### config.mk
export PLATFORM = sky130hd
export DESIGN_NAME = pio_group
export DESIGN_NICKNAME = d
export VERILOG_FILES = /design/src/rtl/pio_pkg.sv /design/src/rtl/pio_mode_reg.sv /design/src/rtl/pio_port_lane.sv /design/src/rtl/pio_read_mux.sv /design/src/rtl/pio_group.sv
export SDC_FILE = /design/constraint.sdc
export NUM_CORES = 1
export LEC_CHECK = 0
export BUFFER_PORTS_ARGS = -buffer_cell sky130_fd_sc_hd__buf_4
export CORE_MARGIN = 4
export CORE_UTILIZATION = 46
export DETAILED_ROUTE_END_ITERATION = 7
export PLACE_DENSITY = 0.85
export SLEW_MARGIN = 0
export SYNTH_ARGS = -nofsm -noshare
export SYNTH_HDL_FRONTEND = slang
export SYNTH_SLANG_ARGS = --single-unit
### constraint.sdc
create_clock -name clk -period 1.7 [get_ports clk]
set_input_delay 0.34 -clock clk [delete_from_list [all_inputs] [get_ports clk]]
set_output_delay 0.34 -clock clk [all_outputs]
set_load 0.05 [all_outputs]
### src/rtl/pio_pkg.sv
// Shared constants and types for the parallel I/O group.
// Assumes a fixed 4-byte window: three ports then one control byte.
package pio_pkg;
    localparam int unsigned BYTE_W = 8;
    localparam int unsigned ADDR_W = 2;
    localparam int unsigned NPORTS = 3;

    localparam logic [ADDR_W-1:0] OFS_A   = 2'd0;
    localparam logic [ADDR_W-1:0] OFS_B   = 2'd1;
    localparam logic [ADDR_W-1:0] OFS_C   = 2'd2;
    localparam logic [ADDR_W-1:0] OFS_CTL = 2'd3;

    // control word bit positions (decoded by the mode register)
    localparam int unsigned CB_MODE = 7;
    localparam int unsigned CB_A    = 4;
    localparam int unsigned CB_CHI  = 3;
    localparam int unsigned CB_B    = 1;
    localparam int unsigned CB_CLO  = 0;

    // direction settings: 1 = input, 0 = output
    typedef struct packed {
        logic a_in;
        logic b_in;
        logic chi_in;
        logic clo_in;
    } dir_t;
endpackage

### src/rtl/pio_mode_reg.sv
// Direction register. It updates only on a control write whose mode bit
// is set. Assumes the strobe is already qualified by the control offset.
module pio_mode_reg
    import pio_pkg::*;
(
    input  logic              clk,
    input  logic              rst_n,
    input  logic              ctl_wr,
    input  logic [BYTE_W-1:0] ctl_data,
    output dir_t              dir,
    output logic              mode_def
);
    // mode definition pulse, also used to clear the latches
    always_comb mode_def = ctl_wr && ctl_data[CB_MODE];

    // direction state: all outputs after reset
    always_ff @(posedge clk) begin
        if (!rst_n) begin
            dir <= '0;
        end else if (mode_def) begin
            dir.a_in   <= ctl_data[CB_A];
            dir.b_in   <= ctl_data[CB_B];
            dir.chi_in <= ctl_data[CB_CHI];
            dir.clo_in <= ctl_data[CB_CLO];
        end
    end

    // a mode definition takes its bits into the direction state
    a_r3_mode_loads: assert property (@(posedge clk) disable iff (!rst_n)
        (ctl_wr && ctl_data[CB_MODE]) |=>
        (dir == {$past(ctl_data[CB_A]), $past(ctl_data[CB_B]),
                 $past(ctl_data[CB_CHI]), $past(ctl_data[CB_CLO])}));

    // a control write without the mode bit leaves directions alone
    a_r5_nonmode_keeps: assert property (@(posedge clk) disable iff (!rst_n)
        (ctl_wr && !ctl_data[CB_MODE]) |=> $stable(dir));
endmodule

### src/rtl/pio_port_lane.sv
// One I/O port: output latch, output enables and read value.
// The upper and lower halves take separate direction inputs. For a port
// that is not split, tie both to the same bit.
module pio_port_lane #(
    parameter int unsigned PORT_W = 8
) (
    input  logic              clk,
    input  logic              rst_n,
    input  logic              ld,
    input  logic              clr,
    input  logic [PORT_W-1:0] wdata,
    input  logic              hi_in,
    input  logic              lo_in,
    input  logic [PORT_W-1:0] pad_in,
    output logic [PORT_W-1:0] latch,
    output logic [PORT_W-1:0] oe,
    output logic [PORT_W-1:0] rd_val
);
    localparam int unsigned HALF = PORT_W / 2;

    // output latch: a mode definition clears it, a port write loads it
    always_ff @(posedge clk) begin
        if (!rst_n)   latch <= '0;
        else if (clr) latch <= '0;
        else if (ld)  latch <= wdata;
    end

    // per-bit enable and readback selection
    for (genvar i = 0; i < PORT_W; i++) begin : g_bit
        if (i >= HALF) begin : g_hi
            always_comb oe[i] = !hi_in;
        end else begin : g_lo
            always_comb oe[i] = !lo_in;
        end
        always_comb rd_val[i] = oe[i] ? latch[i] : pad_in[i];
    end

    // a port write lands in the latch on the next cycle
    a_r2_load: assert property (@(posedge clk) disable iff (!rst_n)
        (ld && !clr) |=> (latch == $past(wdata)));

    // a mode definition empties the latch
    a_r4_clear: assert property (@(posedge clk) disable iff (!rst_n)
        clr |=> (latch == '0));

    // without a load or clear the latch does not move
    a_r5_latch_hold: assert property (@(posedge clk) disable iff (!rst_n)
        (!ld && !clr) |=> $stable(latch));
endmodule

### src/rtl/pio_read_mux.sv
// Registered read path. It captures the addressed byte on a read strobe
// and holds it otherwise.
module pio_read_mux
    import pio_pkg::*;
(
    input  logic              clk,
    input  logic              rst_n,
    input  logic              rd,
    input  logic [ADDR_W-1:0] addr,
    input  logic [BYTE_W-1:0] val_a,
    input  logic [BYTE_W-1:0] val_b,
    input  logic [BYTE_W-1:0] val_c,
    input  dir_t              dir,
    output logic [BYTE_W-1:0] rdata
);
    logic [BYTE_W-1:0] ctl_view;
    logic [BYTE_W-1:0] sel;

    // control byte as read back: mode bit plus direction bits
    always_comb begin
        ctl_view          = '0;
        ctl_view[CB_MODE] = 1'b1;
        ctl_view[CB_A]    = dir.a_in;
        ctl_view[CB_CHI]  = dir.chi_in;
        ctl_view[CB_B]    = dir.b_in;
        ctl_view[CB_CLO]  = dir.clo_in;
    end

    // address decode of the read source
    always_comb begin
        unique case (addr)
            OFS_A:   sel = val_a;
            OFS_B:   sel = val_b;
            OFS_C:   sel = val_c;
            default: sel = ctl_view;
        endcase
    end

    // read data register
    always_ff @(posedge clk) begin
        if (!rst_n)  rdata <= '0;
        else if (rd) rdata <= sel;
    end

    // read data holds without a strobe
    a_r9_hold: assert property (@(posedge clk) disable iff (!rst_n)
        !rd |=> $stable(rdata));

    // control readback has the fixed bits in place
    a_r8_ctl_fixed: assert property (@(posedge clk) disable iff (!rst_n)
        (rd && addr == OFS_CTL) |=>
        (rdata[7] && !rdata[6] && !rdata[5] && !rdata[2]));
endmodule

### src/rtl/pio_group.sv
// Top of the 24-line parallel I/O group. It decodes the 4-byte bus window
// and wires three port lanes, the direction register and the read path.
// Assumes single-cycle strobes and a synchronous active-low reset.
module pio_group
    import pio_pkg::*;
(
    input  logic                     clk,
    input  logic                     rst_n,
    input  logic [ADDR_W-1:0]        bus_addr,
    input  logic [BYTE_W-1:0]        bus_wdata,
    input  logic                     bus_wr,
    input  logic                     bus_rd,
    output logic [BYTE_W-1:0]        bus_rdata,
    input  logic [NPORTS*BYTE_W-1:0] pin_in,
    output logic [NPORTS*BYTE_W-1:0] pin_out,
    output logic [NPORTS*BYTE_W-1:0] pin_oe
);
    dir_t              dir;
    logic              mode_def;
    logic              ctl_wr;
    logic [NPORTS-1:0] port_ld;
    logic [NPORTS-1:0] hi_in;
    logic [NPORTS-1:0] lo_in;
    logic [BYTE_W-1:0] rd_val [NPORTS];

    // write decode to the control byte and the port latches
    always_comb begin
        ctl_wr = bus_wr && (bus_addr == OFS_CTL);
        for (int p = 0; p < NPORTS; p++)
            port_ld[p] = bus_wr && (bus_addr == ADDR_W'(p));
    end

    // direction fan-out: A and B whole, C by half
    always_comb begin
        hi_in = {dir.chi_in, dir.b_in, dir.a_in};
        lo_in = {dir.clo_in, dir.b_in, dir.a_in};
    end

    pio_mode_reg u_mode (
        .clk      (clk),
        .rst_n    (rst_n),
        .ctl_wr   (ctl_wr),
        .ctl_data (bus_wdata),
        .dir      (dir),
        .mode_def (mode_def)
    );

    for (genvar p = 0; p < NPORTS; p++) begin : g_port
        pio_port_lane #(.PORT_W(BYTE_W)) u_lane (
            .clk    (clk),
            .rst_n  (rst_n),
            .ld     (port_ld[p]),
            .clr    (mode_def),
            .wdata  (bus_wdata),
            .hi_in  (hi_in[p]),
            .lo_in  (lo_in[p]),
            .pad_in (pin_in[p*BYTE_W +: BYTE_W]),
            .latch  (pin_out[p*BYTE_W +: BYTE_W]),
            .oe     (pin_oe[p*BYTE_W +: BYTE_W]),
            .rd_val (rd_val[p])
        );
    end

    pio_read_mux u_rd (
        .clk   (clk),
        .rst_n (rst_n),
        .rd    (bus_rd),
        .addr  (bus_addr),
        .val_a (rd_val[0]),
        .val_b (rd_val[1]),
        .val_c (rd_val[2]),
        .dir   (dir),
        .rdata (bus_rdata)
    );

    // port A enables all follow one direction bit
    a_r6_a_uniform: assert property (@(posedge clk) disable iff (!rst_n)
        (pin_oe[7:0] == 8'h00) || (pin_oe[7:0] == 8'hFF));

    // the cycle after reset all lines drive zero
    a_r1_after_reset: assert property (@(posedge clk)
        !rst_n |=> (pin_oe == '1 && pin_out == '0));
endmodule

==> results of run 1 <==
layer usage:
layer,GRT usage (%),routed length [um],up-vias
met2,33.5,2540,67
met5,0,0,-
li1,-,-,853
met3,5.96,402,10
met1,25.2,2120,790
met4,8.14,114,0
power groups by stage:
stage / registers [mW] / clock network, mW / logic [mW]
final: 0.895 / 0.654 / 0.415
after global routing: 0.899 / 0.709 / 0.440
after CTS: 0.895 / 0.665 / 0.416
after detailed placement: 0.914 / 0 / 0.414
after global placement: 0.913 / 0 / 0.408
after floorplan: 0.992 / 0 / 0.188
cells by family (layout without fill, tap and decap cells):
kind of cell           Yosys count  after routing  share of synthesized area, %
AO/OA/AOI/OAI                   41             41                          12.3
buffers and inverters           36            108                          13.1
flip-flops                      36             36                          37.8
multiplexers                    40             40                          21.3
AND/OR/NAND/NOR                 61             61                          15.4
stage by stage:
stage,cell area (um^2),hold WS [ns]
floorplan,1900,0.440
detailed placement,2460,0.446
CTS,2560,0.244
global route,2560,0.234
global placement,2460,0.438
finish,2560,0.246
worst min-delay path by stage:
| stage | end | cells after the start |
|---|---|---|
| CTS | u_rd.rdata[7] | 2 |
| detailed placement | u_rd.rdata[6] | 2 |
| floorplan | u_rd.rdata[7] | 1 |
| global route | u_rd.rdata[7] | 2 |
| finish | u_rd.rdata[7] | 2 |
| global placement | u_rd.rdata[3] | 2 |
sequential cells by signal, indices dropped and copies added, names as in the netlist:
register,count
g_port.u_lane.latch,24
u_mode.dir,4
u_rd.rdata,8
cells in the final DEF (no fill, tap or decap), types with 6 or more instances in the layout:
master and count:
sky130_fd_sc_hd__nor2b_1 9, sky130_fd_sc_hd__buf_4 97, sky130_fd_sc_hd__a21oi_1 15, sky130_fd_sc_hd__nor2_1 17, sky130_fd_sc_hd__clkbuf_8 7, sky130_fd_sc_hd__dfxtp_1 35
sky130_fd_sc_hd__mux2i_1 36, sky130_fd_sc_hd__o21ai_1 7, sky130_fd_sc_hd__o22ai_1 7, sky130_fd_sc_hd__o21ai_0 6, sky130_fd_sc_hd__nand2_1 26
final cells by class:
class / instances / area, um^2 / area share, %
multi-input cells: 142 / 933 / 36.5
flip-flops and latches: 36 / 722 / 28.2
clock buffers: 7 / 96.3 / 3.77
well taps: 50 / 62.6 / 2.45
repair buffers: 97 / 728 / 28.5
inverters: 4 / 15.0 / 0.587
==> results.sh, run 1 <==
export IMPL_yosys_register_bits=36
export IMPL_share_of_yosys_cell_area_claimed_by_the_top_area_cell_type_pct=37.8
export IMPL_drv_cap=0
export IMPL_cp_start_kind="flop"
export IMPL_yosys_warnings=0
export IMPL_dp_final_hpwl_mm=4.07
export IMPL_synthTopCellsByArea="sky130_fd_sc_hd__dfxtp_1 38%, sky130_fd_sc_hd__mux2i_1 19%, sky130_fd_sc_hd__buf_4 9.9%"
export IMPL_largest_net_degree_at_the_start_of_global_routing=25
export IMPL_port_buffers=93
export IMPL_switching_power_uw=571
export IMPL_final_period_util_pct=92.6
export IMPL_grtUsageTotal_pct=20.5
export IMPL_post_cts_setup_buffers=0
export IMPL_ys_dominant_reg_cell="sky130_fd_sc_hd__dfxtp_1"
export IMPL_worst_path_max_delay_cell="sky130_fd_sc_hd__dfxtp_1"
export IMPL_worst_hold_startpoint="bus_rd"
export IMPL_synthesis_area_um2=1900
export IMPL_timing_critical_path_arrival_ns=1.23
export IMPL_floorplan_die_height_um=72.3
export IMPL_placeableCoreArea_um2=4000
export IMPL_grt_overflow_total=0
export IMPL_critPathBufInv=2
export IMPL_antenna_violations_before_repair=0
export IMPL_floorplan_rows=23
export IMPL_critical_path_startpoint="u_mode.dir[1]"
export IMPL_finalSetupTns_ns=0
export IMPL_timing_final_setup_violations=0
export IMPL_post_place_ws_ns=0.219
export IMPL_power_share_sequential_pct=45.6
export IMPL_drc=0
export IMPL_drtPass1Iterations=4
export IMPL_count_of_flip_flops_with_a_built_in_enable_after_synthesis=0
export IMPL_setup_worst_path_class="reg2out"
export IMPL_syn_num_nets=252
export IMPL_cts_made_buffers=5
export IMPL_async_flop_share_pct=0
export IMPL_dp_cells=329
export IMPL_floorplan_die_area_um2=5230
export IMPL_diodes=0
export IMPL_hold_class="in2reg"
export IMPL_worstReg2RegStart="u_mode.dir[3]"
export IMPL_die_width_um=72.3
export IMPL_tritoncts_num_sinks=36
export IMPL_root_buffer="sky130_fd_sc_hd__clkbuf_8"
export IMPL_post_synth_inst_count=214
export IMPL_grt_pass1_vias=1634
export IMPL_drt_iter0_drc=82
export IMPL_antenna_violating_nets_post_route=0
export IMPL_num_nets_final=324
export IMPL_unique_cell_type_count_in_the_yosys_netlist=23
export IMPL_setup_worst_path_end="pin_oe[20]"
export IMPL_ys_top_cells_by_count="36 x sky130_fd_sc_hd__dfxtp_1, 36 x sky130_fd_sc_hd__mux2i_1, 26 x sky130_fd_sc_hd__nand2_1"
export IMPL_worst_r2r_endpoint="u_rd.rdata[0]"
export IMPL_synth_seq_area_share_pct=37.8
export IMPL_fill_cells=353
export IMPL_regToRegSetupSlack_ns=0.37
export IMPL_irDropWorstVdd_v=0.000556
export IMPL_crit_chain="inv_1 -> buf_4"
export IMPL_timing_final_crit_period_ns=1.57
export IMPL_timing_critical_path_slowest_cell_delay_ns=0.57
export IMPL_slew_violations=0
export IMPL_critical_path_max_fanout=7
export IMPL_cts_root_to_sink_buffers=2
export IMPL_rsz0062_at_grt="no"
export IMPL_report_power_total_mw=1.96
export IMPL_run_status="finished, final reports clean"
export IMPL_via_count=1720
export IMPL_timing_max_slew_rel_slack_pct=69.4
export IMPL_final_core_utilization_pct=63.9
export IMPL_finalClockSkew_ns=0.00279
export IMPL_power_frac_clock_pct=33.3
export IMPL_p_leak_nw=1.19
export IMPL_cts_resized=1
export IMPL_worst_slack_ns=0.126
export IMPL_vias_per_cell=5.12
export IMPL_r2r_worst_path_cells=5
export IMPL_comb_power_share_pct=21.1
export IMPL_avgSynthCellArea_um2=8.90
export IMPL_routed_wl_mm=5.18
export IMPL_swShare_pct=29.1
export IMPL_synthDominantAreaCellType="sky130_fd_sc_hd__dfxtp_1"
export IMPL_grt_first_pass_wirelength_mm=8.03
export IMPL_cts_hold_buffers_added=0
export IMPL_syn2layout_area_growth_pct=34.3
export IMPL_tightest_pin_transition_ns=0.457
export IMPL_cts_reportedPaths_clkPinSlew_ns=0.07
export IMPL_endpoint_kind="output port"
export IMPL_finalWeightedCongestion=0.809
export IMPL_max_freq_mhz=635
export IMPL_worstPathRequired_ns=1.36
export IMPL_power_density_nw_per_um2=768
export IMPL_drive_above_1_share_pct=39.2
export IMPL_initial_core_util_pct=47.6
export IMPL_clock_latency_ns=0.29
export IMPL_tritoncts="yes"
export IMPL_final_cell_count_no_fill=336
export IMPL_route_detailed_wl_per_inst_um=15.4
export IMPL_internal_power_mw=1.39
export IMPL_worst_path_stages=2
export IMPL_path_delay_family="flip-flops"
export IMPL_io_pins=94
export IMPL_htreeDepth=2
export IMPL_hold_viol=0
Power figures use the tool's default switching activity.
==> run 2: changes to the inputs <==
--- a/config.mk
+++ b/config.mk
@@ -7,9 +7,11 @@
 export LEC_CHECK = 0
 export BUFFER_PORTS_ARGS = -buffer_cell sky130_fd_sc_hd__buf_4
 export CORE_MARGIN = 4
-export CORE_UTILIZATION = 46
+export CORE_UTILIZATION = 47
+export CTS_BUF_LIST = sky130_fd_sc_hd__clkbuf_8
 export DETAILED_ROUTE_END_ITERATION = 7
-export PLACE_DENSITY = 0.85
+export HOLD_SLACK_MARGIN = 0.02
+export PLACE_DENSITY = 0.87
 export SLEW_MARGIN = 0
 export SYNTH_ARGS = -nofsm -noshare
 export SYNTH_HDL_FRONTEND = slang
==> run 2 against run 1 <==
Net effect: routed wire length is 3.5% higher; worst setup slack worse by 0.0097 ns; cell count decreased by 0.89%; combinational power hardly changed; die area is 1.9% lower; sequential share of layout area is 0.32 points higher; hold slack improved by 0.016 ns; flip-flop and latch count did not move; clock-buffer cell count down 2; largest cell class unchanged.
==> results.sh, run 2 (synthesis results as in run 1) <==
export IMPL_finalSetupTns_ns=0
export IMPL_fill_cells=330
export IMPL_port_buffers=93
export IMPL_critPathBufInv=2
export IMPL_most_frequent_standard_cell_in_the_layout_excluding_fill_and_tap_cells="sky130_fd_sc_hd__buf_4"
export IMPL_worst_slack_ns=0.117
export IMPL_rsz0062_at_grt="no"
export IMPL_route_detailed_wl_per_inst_um=16.1
export IMPL_root_buffer="sky130_fd_sc_hd__clkbuf_8"
export IMPL_whs_endpoint="u_rd.rdata[7]"
export IMPL_worst_path_max_delay_cell="sky130_fd_sc_hd__dfxtp_2"
export IMPL_layout_common_cells="96 x sky130_fd_sc_hd__buf_4, 36 x sky130_fd_sc_hd__mux2i_1, 35 x sky130_fd_sc_hd__dfxtp_1, 26 x sky130_fd_sc_hd__nand2_1, 17 x sky130_fd_sc_hd__nor2_1"
export IMPL_r2r_worst_path_cells=5
export IMPL_tritoncts="yes"
export IMPL_path_delay_family="flip-flops"
export IMPL_timing_critical_path_slowest_cell_delay_ns=0.53
export IMPL_diodes=0
export IMPL_number_of_flip_flops_in_the_largest_register=24
export IMPL_antenna_violating_nets_post_route=0
export IMPL_worstPathRequired_ns=1.36
export IMPL_cts_reportedPaths_clkPinSlew_ns=0.07
export IMPL_final_period_util_pct=93.1
export IMPL_vias_per_cell=5.31
export IMPL_cp_start_kind="flop"
export IMPL_cts_made_buffers=5
export IMPL_dp_final_hpwl_mm=4.06
export IMPL_floorplan_rows=22
export IMPL_crit_chain="inv_1 -> buf_4"
export IMPL_holdWs_ns=0.262
export IMPL_slew_violations=0
export IMPL_clock_latency_ns=0.29
export IMPL_timing_critical_path_arrival_ns=1.24
export IMPL_htreeDepth=2
export IMPL_drv_cap=0
export IMPL_worstReg2RegStart="u_mode.dir[3]"
export IMPL_syn2layout_area_growth_pct=32.8
export IMPL_power_density_nw_per_um2=742
export IMPL_tightest_pin_transition_ns=0.468
export IMPL_num_nets_final=323
export IMPL_worst_r2r_endpoint="u_rd.rdata[0]"
export IMPL_routed_wl_mm=5.36
export IMPL_drc=0
export IMPL_placeableCoreArea_um2=3800
export IMPL_antenna_violations_before_repair=0
export IMPL_run_status="finished, final reports clean"
export IMPL_finalClockSkew_ns=0.00234
export IMPL_drt_iter0_drc=113
export IMPL_floorplan_die_height_um=71.7
export IMPL_grt_overflow_total=0
export IMPL_irDropWorstVdd_v=0.000504
export IMPL_cts_root_to_sink_buffers=2
export IMPL_drive_above_1_share_pct=38.6
export IMPL_top_register="g_port.u_lane.latch"
export IMPL_hold_viol=0
export IMPL_die_width_um=71.7
export IMPL_post_cts_setup_buffers=0
export IMPL_tritoncts_num_sinks=36
export IMPL_endpoint_kind="output port"
export IMPL_final_cell_count_no_fill=333
export IMPL_timing_final_crit_period_ns=1.58
export IMPL_io_pins=94
export IMPL_hold_class="in2reg"
export IMPL_largest_net_degree_at_the_start_of_global_routing=25
export IMPL_report_power_total_mw=1.88
export IMPL_max_freq_mhz=632
export IMPL_regToRegSetupSlack_ns=0.30
export IMPL_floorplan_die_area_um2=5130
export IMPL_worst_hold_startpoint="bus_rd"
export IMPL_timing_max_slew_rel_slack_pct=68.7
export IMPL_setup_worst_path_class="reg2out"
export IMPL_post_place_ws_ns=0.175
export IMPL_final_core_utilization_pct=66.6
export IMPL_via_count=1768
export IMPL_dpl_instance_area_um2=2450
export IMPL_timing_final_setup_violations=0
export IMPL_finalWeightedCongestion=0.805
export IMPL_drtPass1Iterations=4
export IMPL_grtUsageTotal_pct=20.8
export IMPL_initial_core_util_pct=50.1
export IMPL_biggestRegsByFlops="g_port.u_lane.latch (24), u_rd.rdata (8), u_mode.dir (4)"
export IMPL_postLayoutCellArea_um2=2530
export IMPL_p_leak_nw=1.18
export IMPL_critical_path_max_fanout=15
export IMPL_dp_cells=326
export IMPL_grt_first_pass_wirelength_mm=8.38
export IMPL_hold_path_cell_count=2
export IMPL_grt_pass1_vias=1715
==> run 2: worst max-delay path by stage <==
| stage | start | to | slack [ns] | cells past startpoint |
|---|---|---|---|---|
| global route | u_mode.dir[2] | pin_oe[13] | 0.05 | 2 |
| detailed placement | u_mode.dir[2] | pin_oe[12] | 0.17 | 2 |
| global placement | u_mode.dir[2] | pin_oe[10] | 0.22 | 2 |
| CTS | u_mode.dir[2] | pin_oe[12] | 0.11 | 2 |
| finish | u_mode.dir[2] | pin_oe[12] | 0.12 | 2 |
| floorplan | u_mode.dir[3] | pin_oe[1] | 0.16 | 3 |
==> run 2: final cells by class <==
type	instances	area (um^2)	area share, %
Timing Repair Buffer	96	721	28.5
Clock buffer	5	68.8	2.72
Sequential cell	36	722	28.6
Tap cell	48	60.1	2.38
Clock inverter	2	8.76	0.346
Multi-Input combinational cell	142	933	36.9
Inverter	4	15.0	0.594
==> run 2: what timing repair did <==
| action | in CTS | in global routing |
|---|---|---|
| gates resized for setup | 1 | 0 |
| hold buffers | 0 | 0 |
| endpoints found under the setup margin | 8 | 0 |
==> run 2: power breakdown <==
group          switching, mW  internal [mW]  total (mW)  leakage (nW)
Combinational          0.255          0.161       0.416         0.844
Clock                  0.291          0.272       0.563        0.0452
Sequential            0.0256          0.871       0.896         0.293
Total                  0.572           1.30        1.88          1.18
==> run 2: metal layers <==
metal,share of wire (%),track usage [%],wire (um),vias to the layer above
li1,-,-,-,854
met5,0,0,0,-
met2,50,35.5,2700,71
met4,1.5,7.72,82,0
met1,40,25.4,2170,832
met3,7.7,4.77,415,11
==> run 2: worst reg2reg max path: stages (launching register included) <==
cell and delay, ns:
sky130_fd_sc_hd__dfxtp_1 0.46, sky130_fd_sc_hd__buf_4 0.23, sky130_fd_sc_hd__mux2i_1 0.23, sky130_fd_sc_hd__o22ai_1 0.14, sky130_fd_sc_hd__a21oi_1 0.15, sky130_fd_sc_hd__o21ai_1 0.08
